===== config.mk =====
export PLATFORM = sky130hd
export DESIGN_NAME = seg_lane_unit
export DESIGN_NICKNAME = d
export VERILOG_FILES = /design/src/rtl/seg_lane_unit.sv
export SDC_FILE = /design/constraint.sdc
export NUM_CORES = 1
export LEC_CHECK = 0
export ABC_AREA = 1
export BUFFER_PORTS_ARGS = -buffer_cell sky130_fd_sc_hd__buf_2
export CAP_MARGIN = 40
export CORE_ASPECT_RATIO = 0.8
export CORE_UTILIZATION = 60
export CTS_BUF_LIST = sky130_fd_sc_hd__clkbuf_8 sky130_fd_sc_hd__clkbuf_16
export DETAILED_ROUTE_END_ITERATION = 7
export PLACE_DENSITY = 0.88
export SLEW_MARGIN = 20
export SYNTH_ARGS = -nofsm -noshare
export SYNTH_HDL_FRONTEND = slang
export SYNTH_SLANG_ARGS = --single-unit

===== constraint.sdc =====
create_clock -name clk -period 4.1 [get_ports clk]
set_input_delay 0.615 -clock clk [delete_from_list [all_inputs] [get_ports clk]]
set_output_delay 0.615 -clock clk [all_outputs]
set_load 0.005 [all_outputs]

===== src/rtl/seg_lane_unit.sv =====
module seg_lane_unit #(
  parameter int          SEG_W    = 16,
  parameter logic [15:0] CODE_RST = 16'hFFFF
) (
  input  logic         clk,
  input  logic         rst_n,
  input  logic         seg_wr,
  input  logic [15:0]  seg_wdata,
  input  logic         req,
  input  logic [1:0]   seg_sel,
  input  logic [15:0]  offset,
  input  logic         word,
  input  logic         wr,
  input  logic [15:0]  wdata,
  input  logic         ready,
  input  logic [15:0]  bus_rdata,
  output logic         bus_cyc,
  output logic         bus_wr,
  output logic [19:0]  addr,
  output logic         upper_en_n,
  output logic [1:0]   seg_stat,
  output logic [15:0]  bus_wdata,
  output logic [15:0]  rdata,
  output logic         done
);

  localparam int PA_W   = SEG_W + 4;
  localparam int N_SEG  = 4;
  localparam logic [1:0] CODE_IDX = 2'b10;

  typedef enum logic [1:0] {ST_IDLE, ST_FIRST, ST_SECOND} st_t;

  st_t              st;
  logic [SEG_W-1:0] base_q [N_SEG];
  logic [PA_W-1:0]  pa_q;
  logic             word_q, wr_q;
  logic [15:0]      wd_q;
  logic [1:0]       sel_q;
  logic             split;
  logic             last;
  logic [PA_W-1:0]  pa_calc;

  assign pa_calc = {base_q[seg_sel], 4'b0000} + {4'b0000, offset};
  assign split   = word_q & pa_q[0];
  assign last    = ready & ((st == ST_FIRST & ~split) | st == ST_SECOND);

  always_ff @(posedge clk or negedge rst_n) begin
    if (!rst_n) begin
      for (int i = 0; i < N_SEG; i++)
        base_q[i] <= (2'(i) == CODE_IDX) ? CODE_RST : '0;
    end else if (seg_wr) begin
      base_q[seg_sel] <= seg_wdata;
    end
  end

  always_ff @(posedge clk or negedge rst_n) begin
    if (!rst_n) begin
      st     <= ST_IDLE;
      pa_q   <= {CODE_RST, 4'b0000};
      word_q <= 1'b0;
      wr_q   <= 1'b0;
      wd_q   <= '0;
      sel_q  <= CODE_IDX;
      rdata  <= '0;
      done   <= 1'b0;
    end else begin
      done <= last;
      case (st)
        ST_IDLE: if (req) begin
          st     <= ST_FIRST;
          pa_q   <= pa_calc;
          word_q <= word;
          wr_q   <= wr;
          wd_q   <= wdata;
          sel_q  <= seg_sel;
        end
        ST_FIRST: if (ready) begin
          st <= split ? ST_SECOND : ST_IDLE;
          if (!wr_q) begin
            if (split)       rdata[7:0] <= bus_rdata[15:8];
            else if (word_q) rdata      <= bus_rdata;
            else if (pa_q[0]) rdata     <= {8'h00, bus_rdata[15:8]};
            else             rdata      <= {8'h00, bus_rdata[7:0]};
          end
        end
        ST_SECOND: if (ready) begin
          st <= ST_IDLE;
          if (!wr_q) rdata[15:8] <= bus_rdata[7:0];
        end
        default: st <= ST_IDLE;
      endcase
    end
  end

  assign bus_cyc    = (st != ST_IDLE);
  assign bus_wr     = bus_cyc & wr_q;
  assign addr       = (st == ST_SECOND) ? pa_q + PA_W'(1) : pa_q;
  assign upper_en_n = (st == ST_FIRST) ? ~(word_q | pa_q[0]) : 1'b1;
  assign seg_stat   = sel_q;
  assign bus_wdata  = (st == ST_SECOND)               ? {2{wd_q[15:8]}} :
                      (word_q & ~pa_q[0])             ? wd_q            :
                                                        {2{wd_q[7:0]}};

  AST_HOLD_WAIT: assert property (@(posedge clk) disable iff (!rst_n)
    bus_cyc && !ready |=> bus_cyc && $stable(addr) && $stable(upper_en_n) && $stable(seg_stat));
  AST_ODD_UPPER: assert property (@(posedge clk) disable iff (!rst_n)
    bus_cyc && addr[0] |-> !upper_en_n);
  AST_NEXT_BYTE: assert property (@(posedge clk) disable iff (!rst_n)
    bus_cyc && $past(bus_cyc && ready) |-> addr == PA_W'($past(addr) + PA_W'(1)) && upper_en_n);
  AST_DONE_ONCE: assert property (@(posedge clk) disable iff (!rst_n)
    done |=> !done);
  AST_DONE_CAUSE: assert property (@(posedge clk) disable iff (!rst_n)
    $rose(done) |-> $past(bus_cyc && ready) && !bus_cyc);

endmodule


==> results of run 1 <==
[power breakdown]
| part | switching [mW] | internal [mW] |
|---|---|---|
| Combinational | 0.858 | 0.620 |
| Clock | 0.527 | 0.890 |
| Sequential | 0.308 | 1.65 |
| Total | 1.69 | 3.16 |
[per-layer routing]
layer,vias up,wire (um)
li1,2941,-
met1,2882,7510
met2,260,7790
met3,42,1090
met4,0,435
met5,-,0
[area by class of cell]
cell class,instances,area (um2)
fillers,745,2490
well taps,140,175
clock inverters,14,116
flip-flops and latches,123,3120
inverters,76,285
multi-input cells,608,2990
repair buffers,141,787
clock buffers,18,439
[cell families after synthesis]
kind of cell,Yosys count,share of synthesized area
compound gates,133,0.114
xor+xnor,24,0.0322
fa+ha+maj,14,0.0280
buf+inv,110,0.0649
flops,123,0.477
mux,7,0.0107
simple gates,430,0.273
[state kept, by name, indices dropped and copies added, names as in the netlist]
register,count
base_q,64
rdata,16
st,2
done,1
wr_q,1
seg_stat,2
word_q,1
wd_q,16
pa_q,20
[metrics by stage]
step                std cells  utilization
floorplan                 841            -
global placement         1083        0.699
detailed placement       1088        0.707
CTS                      1120        0.760
global route             1120        0.760
finish                   1120        0.760
[critical path: stages (launching register included)]
cell,delay [ns]
dfrtp_1,0.60
inv_1,0.34
nor2_1,0.22
nand2_2,0.10
nor2_4,0.14
nand3_2,0.14
nor2_2,0.15
nand2_1,0.12
nor2_2,0.17
xor2_1,0.18
inv_1,0.05
buf_2,0.13
[worst paths after layout]
check / endpoint / slack (ns) / cells past startpoint
setup / recovery: addr[17] / 0.72 / 11
hold / removal: base_q[60]$_DFFE_PN0P_ / 0.15 / 1
setup reg to reg: pa_q[13]$_DFFE_PN1P_ / 1.61 / 11
hold reg to reg: pa_q[19]$_DFFE_PN1P_ / 0.48 / 2
max in group asynchronous: pa_q[10]$_DFFE_PN1P_ / 2.93 / 3
min in group clk: wd_q[2]$_DFFE_PN0P_ / 0.39 / 3
[cell usage in the layout (no fill, tap or decap), types with 7 or more instances in the layout]
master     instances
inv_1             79
buf_2            129
a21oi_1            8
dfstp_2           33
mux2i_1            7
nand4_1           12
xnor2_1            7
dfrtp_1           90
ha_1              13
a22oi_1           17
a31oi_1           17
nor2_1            46
o21ai_0           87
clkbuf_16         17
nand3_1           28
buf_4              7
xor2_1            17
nand2_1          323
==> impl_metrics.json, run 1 <==
{
  "status": "finished, final reports clean",
  "synth_nets": 928,
  "met3_usage": 0.0754,
  "grt_max_degree": 46,
  "crit_type": "reg2out",
  "antenna_found_initial": 0,
  "tightest_slew_ns": 0.807,
  "postRouteAntennaNets": 0,
  "clk_path_buf_depth": 2,
  "drt_drc_violations_left": 0,
  "yosysSeqAreaShare": 0.477,
  "rsz0062_at_grt": "no",
  "gp_congestion": 0.861,
  "tns_ns": 0,
  "track_usage": 0.314,
  "drtIter0Drc": 673,
  "ioPinCount": 131,
  "numCtsBuffers": 17,
  "die_h_um": 95.3,
  "end_kind": "primary output",
  "worstPathRequired_ns": 3.48,
  "synth_cell_types": 35,
  "die_area_mm2": 0.0113,
  "maxSlewHeadroom": 0.457,
  "post-cts-setup-buffers": 0,
  "cp-startpoint": "pa_q[0]$_DFFE_PN0P_",
  "vias": 6125,
  "synth_commonest_cells": "nand2_1 (323), dfrtp_1 (90), o21ai_0 (87)",
  "use_met2": 0.498,
  "yosys_warnings": 0,
  "grt-ovfl-total": 0,
  "path_max_fanout": 12,
  "io_buffer_count": 130,
  "top_usage_layer": "met2",
  "synthArstFlopShare": 1.00,
  "synth.area.top_cells": "dfrtp_1 (34%), nand2_1 (19%), dfstp_2 (13%)",
  "yosysTopAreaCell": "dfrtp_1",
  "layout_worst_path_cycle_share": 0.824,
  "start_util": 0.628,
  "p_per_area_mw_per_mm2": 614,
  "stdcell_area_mm2": 0.00791,
  "cts-htree-levels": 4,
  "diodes": 0,
  "setup_viol": 0,
  "cts.sinks": 123,
  "whs_ns": 0.153,
  "max_freq_mhz": 296,
  "final.min_clock_period_ns": 3.38,
  "drt-total-wl_um": 16800,
  "reg2reg_from": "base_q[49]$_DFFE_PN0P_",
  "synth_top_area_share": 0.345,
  "area_delta_synth_final_pct": 21.1,
  "start_kind": "flip-flop",
  "ys_ff_latch": 123,
  "power.ir.vdd_worst_mv": 0.393,
  "vias_per_cell": 5.47,
  "yosysMostFrequentCell": "nand2_1",
  "dpl.hpwl_um": 11300,
  "cap_violations": 0,
  "avgRoutedWirePerCell_um": 15.0,
  "place_ws_ns": 0.839,
  "dr.pass1.iters": 6,
  "clkSlewWorstSetupHoldPaths_ns": 0.05,
  "worst_slack_ns": 0.723,
  "syn_avg_cell_area_um2": 7.77,
  "synth-main-ff-cell": "dfrtp_1",
  "tritoncts": "yes",
  "p_leak_nw": 4.19,
  "nets": 1054,
  "synth_edf_count": 0,
  "hp-class": "in2async",
  "drive_gt1_frac": 0.223,
  "core-area_mm2": 0.0104,
  "skew_ns": 0.00887,
  "cts_resized": 0,
  "root_buffer": "clkbuf_16",
  "placed_area_mm2": 0.00736,
  "holdBufCountCts": 0,
  "insertion_delay_ns": 0.41,
  "synthCells": 841,
  "netlist_area_mm2": 0.00653,
  "total_power_mw": 4.86,
  "first_global_vias": 5756,
  "grt_pass1_wl_um": 27500,
  "arrival_ns": 2.76,
  "hold_violations": 0,
  "use_met1": 0.417,
  "rows": 33,
  "maxSlewViolCount": 0,
  "die_x_um": 119
}
(Power assumes the default switching activity.)
==> inputs of run 2 (changes only) <==
--- a/config.mk
+++ b/config.mk
@@ -5,14 +5,14 @@
 export SDC_FILE = /design/constraint.sdc
 export NUM_CORES = 1
 export LEC_CHECK = 0
-export ABC_AREA = 1
+export ABC_AREA = 0
 export BUFFER_PORTS_ARGS = -buffer_cell sky130_fd_sc_hd__buf_2
 export CAP_MARGIN = 40
 export CORE_ASPECT_RATIO = 0.8
-export CORE_UTILIZATION = 60
+export CORE_UTILIZATION = 55
 export CTS_BUF_LIST = sky130_fd_sc_hd__clkbuf_8 sky130_fd_sc_hd__clkbuf_16
 export DETAILED_ROUTE_END_ITERATION = 7
-export PLACE_DENSITY = 0.88
+export PLACE_DENSITY = 0.82
 export SLEW_MARGIN = 20
 export SYNTH_ARGS = -nofsm -noshare
 export SYNTH_HDL_FRONTEND = slang
==> constraint.sdc (replaced) <==
create_clock -name clk -period 3.5 [get_ports clk]
set_input_delay 0.525 -clock clk [delete_from_list [all_inputs] [get_ports clk]]
set_output_delay 0.525 -clock clk [all_outputs]
set_load 0.005 [all_outputs]
==> run 2 against run 1 <==
Against the previous run:
- sequential cell count is the same
- count of clock-buffer cells in the layout increased by 3
- power increased by 17%
- critical path type unchanged
- largest power group unchanged
- highest routed layer unchanged
==> impl_metrics.json, run 2 <==
{
  "yosysTopAreaCell": "dfrtp_1",
  "status": "finished, final reports clean",
  "synth_edf_count": 0,
  "avgRoutedWirePerCell_um": 18.0,
  "diodes": 0,
  "max_freq_mhz": 329,
  "drive_gt1_frac": 0.422,
  "first_global_vias": 5063,
  "p_per_area_mw_per_mm2": 724,
  "dr.pass1.iters": 5,
  "numCtsBuffers": 17,
  "p_clk_frac": 0.315,
  "cts_resized": 0,
  "p_seq_frac": 0.400,
  "tritoncts": "yes",
  "total_power_mw": 5.66,
  "regMostFlops": "base_q",
  "synthArstFlopShare": 1.00,
  "end_kind": "primary output",
  "path_max_fanout": 16,
  "grt_pass1_wl_um": 25000,
  "intPower_mw": 3.92,
  "die_area_mm2": 0.0120,
  "r2r_slack_ns": 0.84,
  "yosysMostFrequentCell": "nand2_1",
  "grt-ovfl-total": 0,
  "worstPathRequired_ns": 2.97,
  "tightest_slew_ns": 0.814,
  "antenna_found_initial": 0,
  "yosys_warnings": 0,
  "clk_path_buf_depth": 2,
  "r2r_cells": 10,
  "vias_per_cell": 5.69,
  "reg2reg_from": "base_q[0]$_DFFE_PN0P_",
  "setup_viol": 0,
  "synth_commonest_cells": "nand2_1 (123), dfrtp_1 (90), mux2_2 (72)",
  "core-area_mm2": 0.0111,
  "synth_top_area_share": 0.355,
  "final_common_cell": "buf_2",
  "cap_violations": 0,
  "crit_type": "reg2out",
  "final.min_clock_period_ns": 3.04,
  "tns_ns": 0,
  "p_leak_nw": 3.64,
  "netlist_area_mm2": 0.00635,
  "power.ir.vdd_worst_mv": 0.433,
  "area_delta_synth_final_pct": 23.1,
  "layout_common_cells": "buf_2 (129), nand2_1 (123), dfrtp_1 (90)",
  "yosysSeqAreaShare": 0.491,
  "synthCells": 573,
  "synth_nets": 660,
  "reg_top3": "base_q: 64 flops, pa_q: 20 flops",
  "rows": 34,
  "start_kind": "flip-flop",
  "start_util": 0.574,
  "maxSlewHeadroom": 0.454,
  "die_h_um": 98.1,
  "p_comb_frac": 0.285,
  "synth-main-ff-cell": "dfrtp_1",
  "synth_cell_types": 52,
  "largest_reg_flops": 64,
  "io_buffer_count": 130,
  "whs_ns": 0.164,
  "p_sw_mw": 1.74,
  "drt-total-wl_um": 15600,
  "insertion_delay_ns": 0.41,
  "layout_worst_path_cycle_share": 0.868,
  "grt_max_degree": 71,
  "syn_avg_cell_area_um2": 11.1,
  "root_buffer": "clkbuf_16",
  "hold_violations": 0,
  "timing.rr.end": "pa_q[10]$_DFFE_PN1P_",
  "maxSlewViolCount": 0,
  "ys_ff_latch": 123,
  "arrival_ns": 2.51,
  "cts-htree-levels": 4,
  "final_util": 0.706,
  "post-cts-setup-buffers": 0,
  "hp-class": "in2async",
  "holdBufCountCts": 0,
  "swShare": 0.308,
  "die_x_um": 122,
  "ioPinCount": 131,
  "drtIter0Drc": 267,
  "cts.sinks": 123,
  "vias": 4934,
  "gp_congestion": 0.868,
  "skew_ns": 0.0110,
  "nets": 797,
  "clkSlewWorstSetupHoldPaths_ns": 0.06,
  "drt_drc_violations_left": 0,
  "rsz0062_at_grt": "no",
  "track_usage": 0.275,
  "postRouteAntennaNets": 0,
  "synth.area.top_cells": "dfrtp_1 (35%), dfstp_2 (14%), mux2_2 (13%)",
  "dpl.hpwl_um": 11000
}
[run 2: changes by cell type in the layout (fill, tap and decap cells not counted), sizes merged, moves of 16 or more]
cell | before | now
nand2 | 325 | 124
mux2 | 0 | 72
inv | 81 | 11
o21ai | 87 | 24
nand3 | 31 | 9
nor2 | 53 | 32
a21oi | 8 | 24
mux4 | 0 | 16
[run 2: routing by layer]
metal / GRT usage / vias up / part of all wire
li1: - / 2295 / -
met1: 0.355 / 2480 / 0.44
met2: 0.447 / 133 / 0.49
met3: 0.0713 / 26 / 0.053
met4: 0.106 / 0 / 0.020
met5: 0 / - / 0
[run 2: power groups by stage]
stage	registers, mW	clock network [mW]	logic (mW)
after global routing	2.31	1.86	1.78
after global placement	2.23	0	1.51
after floorplan	2.16	0	1.03
after detailed placement	2.27	0	1.59
final	2.26	1.78	1.61
after CTS	2.25	1.80	1.61
[run 2: cell families (layout without fill, tap and decap cells)]
kind of cell	count (synthesis)	after routing	share of synthesized area
simple gates	202	202	0.144
compound gates	79	79	0.0780
fa+ha+maj	14	14	0.0288
buf+inv	31	181	0.0215
flops	123	123	0.491
mux	98	98	0.200
xor+xnor	26	26	0.0359
[run 2: how the worst max path moves through the flow]
stage / start / cells after the start / end
2_1_floorplan: seg_sel[0] / 10 / pa_q[19]$_DFFE_PN1P_
3_3_place_gp: seg_sel[0] / 9 / pa_q[19]$_DFFE_PN1P_
3_5_place_dp: seg_sel[0] / 9 / pa_q[17]$_DFFE_PN1P_
4_1_cts: pa_q[0]$_DFFE_PN0P_ / 6 / addr[14]
5_1_grt: pa_q[0]$_DFFE_PN0P_ / 6 / addr[14]
6_report: pa_q[0]$_DFFE_PN0P_ / 6 / addr[14]
[run 2: per-stage QoR]
| stage | setup WS [ns] | area [um2] | cells |
|---|---|---|---|
| floorplan | 0.598 | 6350 | 573 |
| global placement | 0.485 | 7130 | 829 |
| detailed placement | 0.372 | 7190 | 833 |
| CTS | 0.438 | 7800 | 865 |
| global route | 0.230 | 7810 | 867 |
| finish | 0.461 | 7810 | 867 |
[run 2: final cells by class]
class / instances / area (um2)
multi-input cells: 419 / 3090
clock buffers: 21 / 480
well taps: 144 / 180
clock inverters: 11 / 128
repair buffers: 142 / 786
fillers: 766 / 3250
inverters: 7 / 26.3
flip-flops and latches: 123 / 3120
[run 2: critical path, stage by stage (launching register included)]
cell,delay [ns]
dfrtp_1,0.81
ha_1,0.28
nand4_1,0.19
nor2_1,0.35
nand3_1,0.15
xnor2_1,0.18
buf_2,0.14
==> inputs of run 3 (changes only) <==
==> constraint.sdc (replaced) <==
create_clock -name clk -period 3.5 [get_ports clk]
set_input_delay 0.35 -clock clk [delete_from_list [all_inputs] [get_ports clk]]
set_output_delay 0.35 -clock clk [all_outputs]
set_load 0.005 [all_outputs]
==> run 3 against run 2 <==
Against the previous run:
- worst hold slack worse by 0.032 ns
- largest power group unchanged
- fmax grew 6.7%
- clock skew shrank 0.0028 ns
- die area stayed put
- critical path depth unchanged
- highest routed layer unchanged
- register-to-register slack gained 0.04 ns
- critical endpoint is now addr[12]
==> impl_metrics.json, run 3 (same netlist as run 2, synthesis figures left out) <==
{
  "status": "finished, final reports clean",
  "worstPathRequired_ns": 3.15,
  "root_buffer": "clkbuf_16",
  "layout_common_cells": "buf_2 (129), nand2_1 (123), dfrtp_1 (90)",
  "rows": 34,
  "layout_worst_path_cycle_share": 0.813,
  "routed-wl-met3_um": 858,
  "p_leak_nw": 3.62,
  "antenna_found_initial": 0,
  "end_kind": "primary output",
  "start_kind": "flip-flop",
  "io_buffer_count": 130,
  "fin_cells": 868,
  "dr.pass1.iters": 6,
  "postRouteAntennaNets": 0,
  "post-cts-setup-buffers": 0,
  "drt-total-wl_um": 15600,
  "numCtsBuffers": 17,
  "top_layer_used": "met4",
  "nets": 798,
  "vias": 5057,
  "final_common_cell": "buf_2",
  "power.ir.vdd_worst_mv": 0.500,
  "track_usage": 0.280,
  "ioPinCount": 131,
  "drtIter0Drc": 316,
  "tritoncts": "yes",
  "avgRoutedWirePerCell_um": 18.0,
  "maxSlewHeadroom": 0.447,
  "crit_type": "reg2out",
  "timing.rr.end": "pa_q[16]$_DFFE_PN1P_",
  "final_util": 0.707,
  "cts-htree-levels": 4,
  "first_global_vias": 5151,
  "skew_ns": 0.00822,
  "clkSlewWorstSetupHoldPaths_ns": 0.06,
  "crit_cells": 6,
  "whs_ns": 0.132,
  "wl_met2_um": 7570,
  "diodes": 0,
  "fill_cells": 780,
  "r2r_cells": 10,
  "core-area_mm2": 0.0111,
  "largest_reg_flops": 64,
  "setup_viol": 0,
  "tns_ns": 0,
  "drive_gt1_frac": 0.425,
  "hold_violations": 0,
  "endpoint": "addr[12]",
  "grt-ovfl-total": 0,
  "dp_cells": 833,
  "die_h_um": 98.1,
  "max_stage_delay_ns": 0.83,
  "cp_num_buf_inv": 1,
  "path_max_fanout": 16,
  "multi_input_area_mm2": 0.00309,
  "register_area_mm2": 0.00312,
  "r2r_slack_ns": 0.88,
  "drt_drc_violations_left": 0,
  "max_freq_mhz": 351,
  "die_area_mm2": 0.0120,
  "reg2reg_from": "base_q[0]$_DFFE_PN0P_",
  "grt_max_degree": 56,
  "die_x_um": 122,
  "total_power_mw": 5.71,
  "final.min_clock_period_ns": 2.85,
  "cap_violations": 0,
  "dpl.hpwl_um": 10900,
  "cp-startpoint": "pa_q[0]$_DFFE_PN0P_",
  "slowest_stage": "dfrtp_1",
  "hp-class": "in2reg",
  "wl_met1_um": 6810,
  "cp_common_cell": "nand4_1",
  "grt_pass1_wl_um": 25600,
  "critPathTopFamily": "flip-flops",
  "arrival_ns": 2.50,
  "rsz0062_at_grt": "no",
  "clk_path_buf_depth": 2,
  "path_cells": "ha_1, nand4_1, nor2_1, nand4_1, xnor2_1, buf_2",
  "gp_congestion": 0.840,
  "cts.sinks": 123,
  "vias_per_cell": 5.83,
  "reg_top3": "base_q: 64 flops, pa_q: 20 flops",
  "p_per_area_mw_per_mm2": 731,
  "start_util": 0.574,
  "regMostFlops": "base_q",
  "area_delta_synth_final_pct": 23.2,
  "tightest_slew_ns": 0.828,
  "insertion_delay_ns": 0.41,
  "maxSlewViolCount": 0
}
==> run 3: cell count changes in the layout (fill, tap and decap cells not counted), moves of 2 or more <==
cell,before,now
buf_8,4,0
clkbuf_8,4,0
clkinvlp_4,1,5
buf_4,8,11
inv_1,11,8
inv_6,0,2
==> run 3: final cells by class <==
| class | instances | share of cell area |
|---|---|---|
| clock inverter | 15 | 0.0253 |
| tap | 144 | 0.0230 |
| clock buffer | 17 | 0.0544 |
| timing repair buffer | 143 | 0.0994 |
| multi-input combinational | 419 | 0.396 |
| inverter | 7 | 0.00336 |
| sequential | 123 | 0.399 |
==> run 3: tightest hold or removal path: cells and delay by family <==
family / cells / cell delay (ns)
buf+inv: 1 / 0.07
simple gates: 2 / 0.09
==> run 3: per-layer routing <==
metal / vias up / GRT usage
met1: 2519 / 0.373
met3: 40 / 0.0561
li1: 2307 / -
met2: 191 / 0.452
met4: 0 / 0.109
met5: - / 0
==> run 3: worst min path at each step <==
stage,cells past startpoint,start,slack (ns),endpoint
floorplan,0,rst_n,0.05,base_q[0]$_DFFE_PN0P_
global placement,2,seg_stat[1]$_DFFE_PN1P_,0.45,seg_stat[1]$_DFFE_PN1P_
detailed placement,1,rst_n,0.37,base_q[13]$_DFFE_PN0P_
CTS,3,wdata[0],0.12,wd_q[0]$_DFFE_PN0P_
global route,3,wdata[9],0.13,wd_q[9]$_DFFE_PN0P_
finish,3,wr,0.13,wr_q$_DFFE_PN0P_
==> run 3: metrics by stage <==
step	cell area, um2	worst slack (ns)
final	7820	0.653
after floorplan	6350	0.773
after global routing	7820	0.367
after detailed placement	7170	0.371
after CTS	7800	0.655
after global placement	7130	0.444
==> run 3: repair_timing <==
| action | in CTS | in global routing |
|---|---|---|
| hold endpoints to repair | 27 | 0 |
| gates resized for setup | 0 | 0 |
| hold buffers | 1 | 0 |
==> run 3: report_power, final <==
group	internal [mW]	total, mW	switching [mW]	leakage [nW]
Sequential	1.92	2.26	0.336	1.42
Combinational	0.812	1.61	0.796	1.91
Clock	1.19	1.85	0.657	0.293
Total	3.92	5.71	1.79	3.62
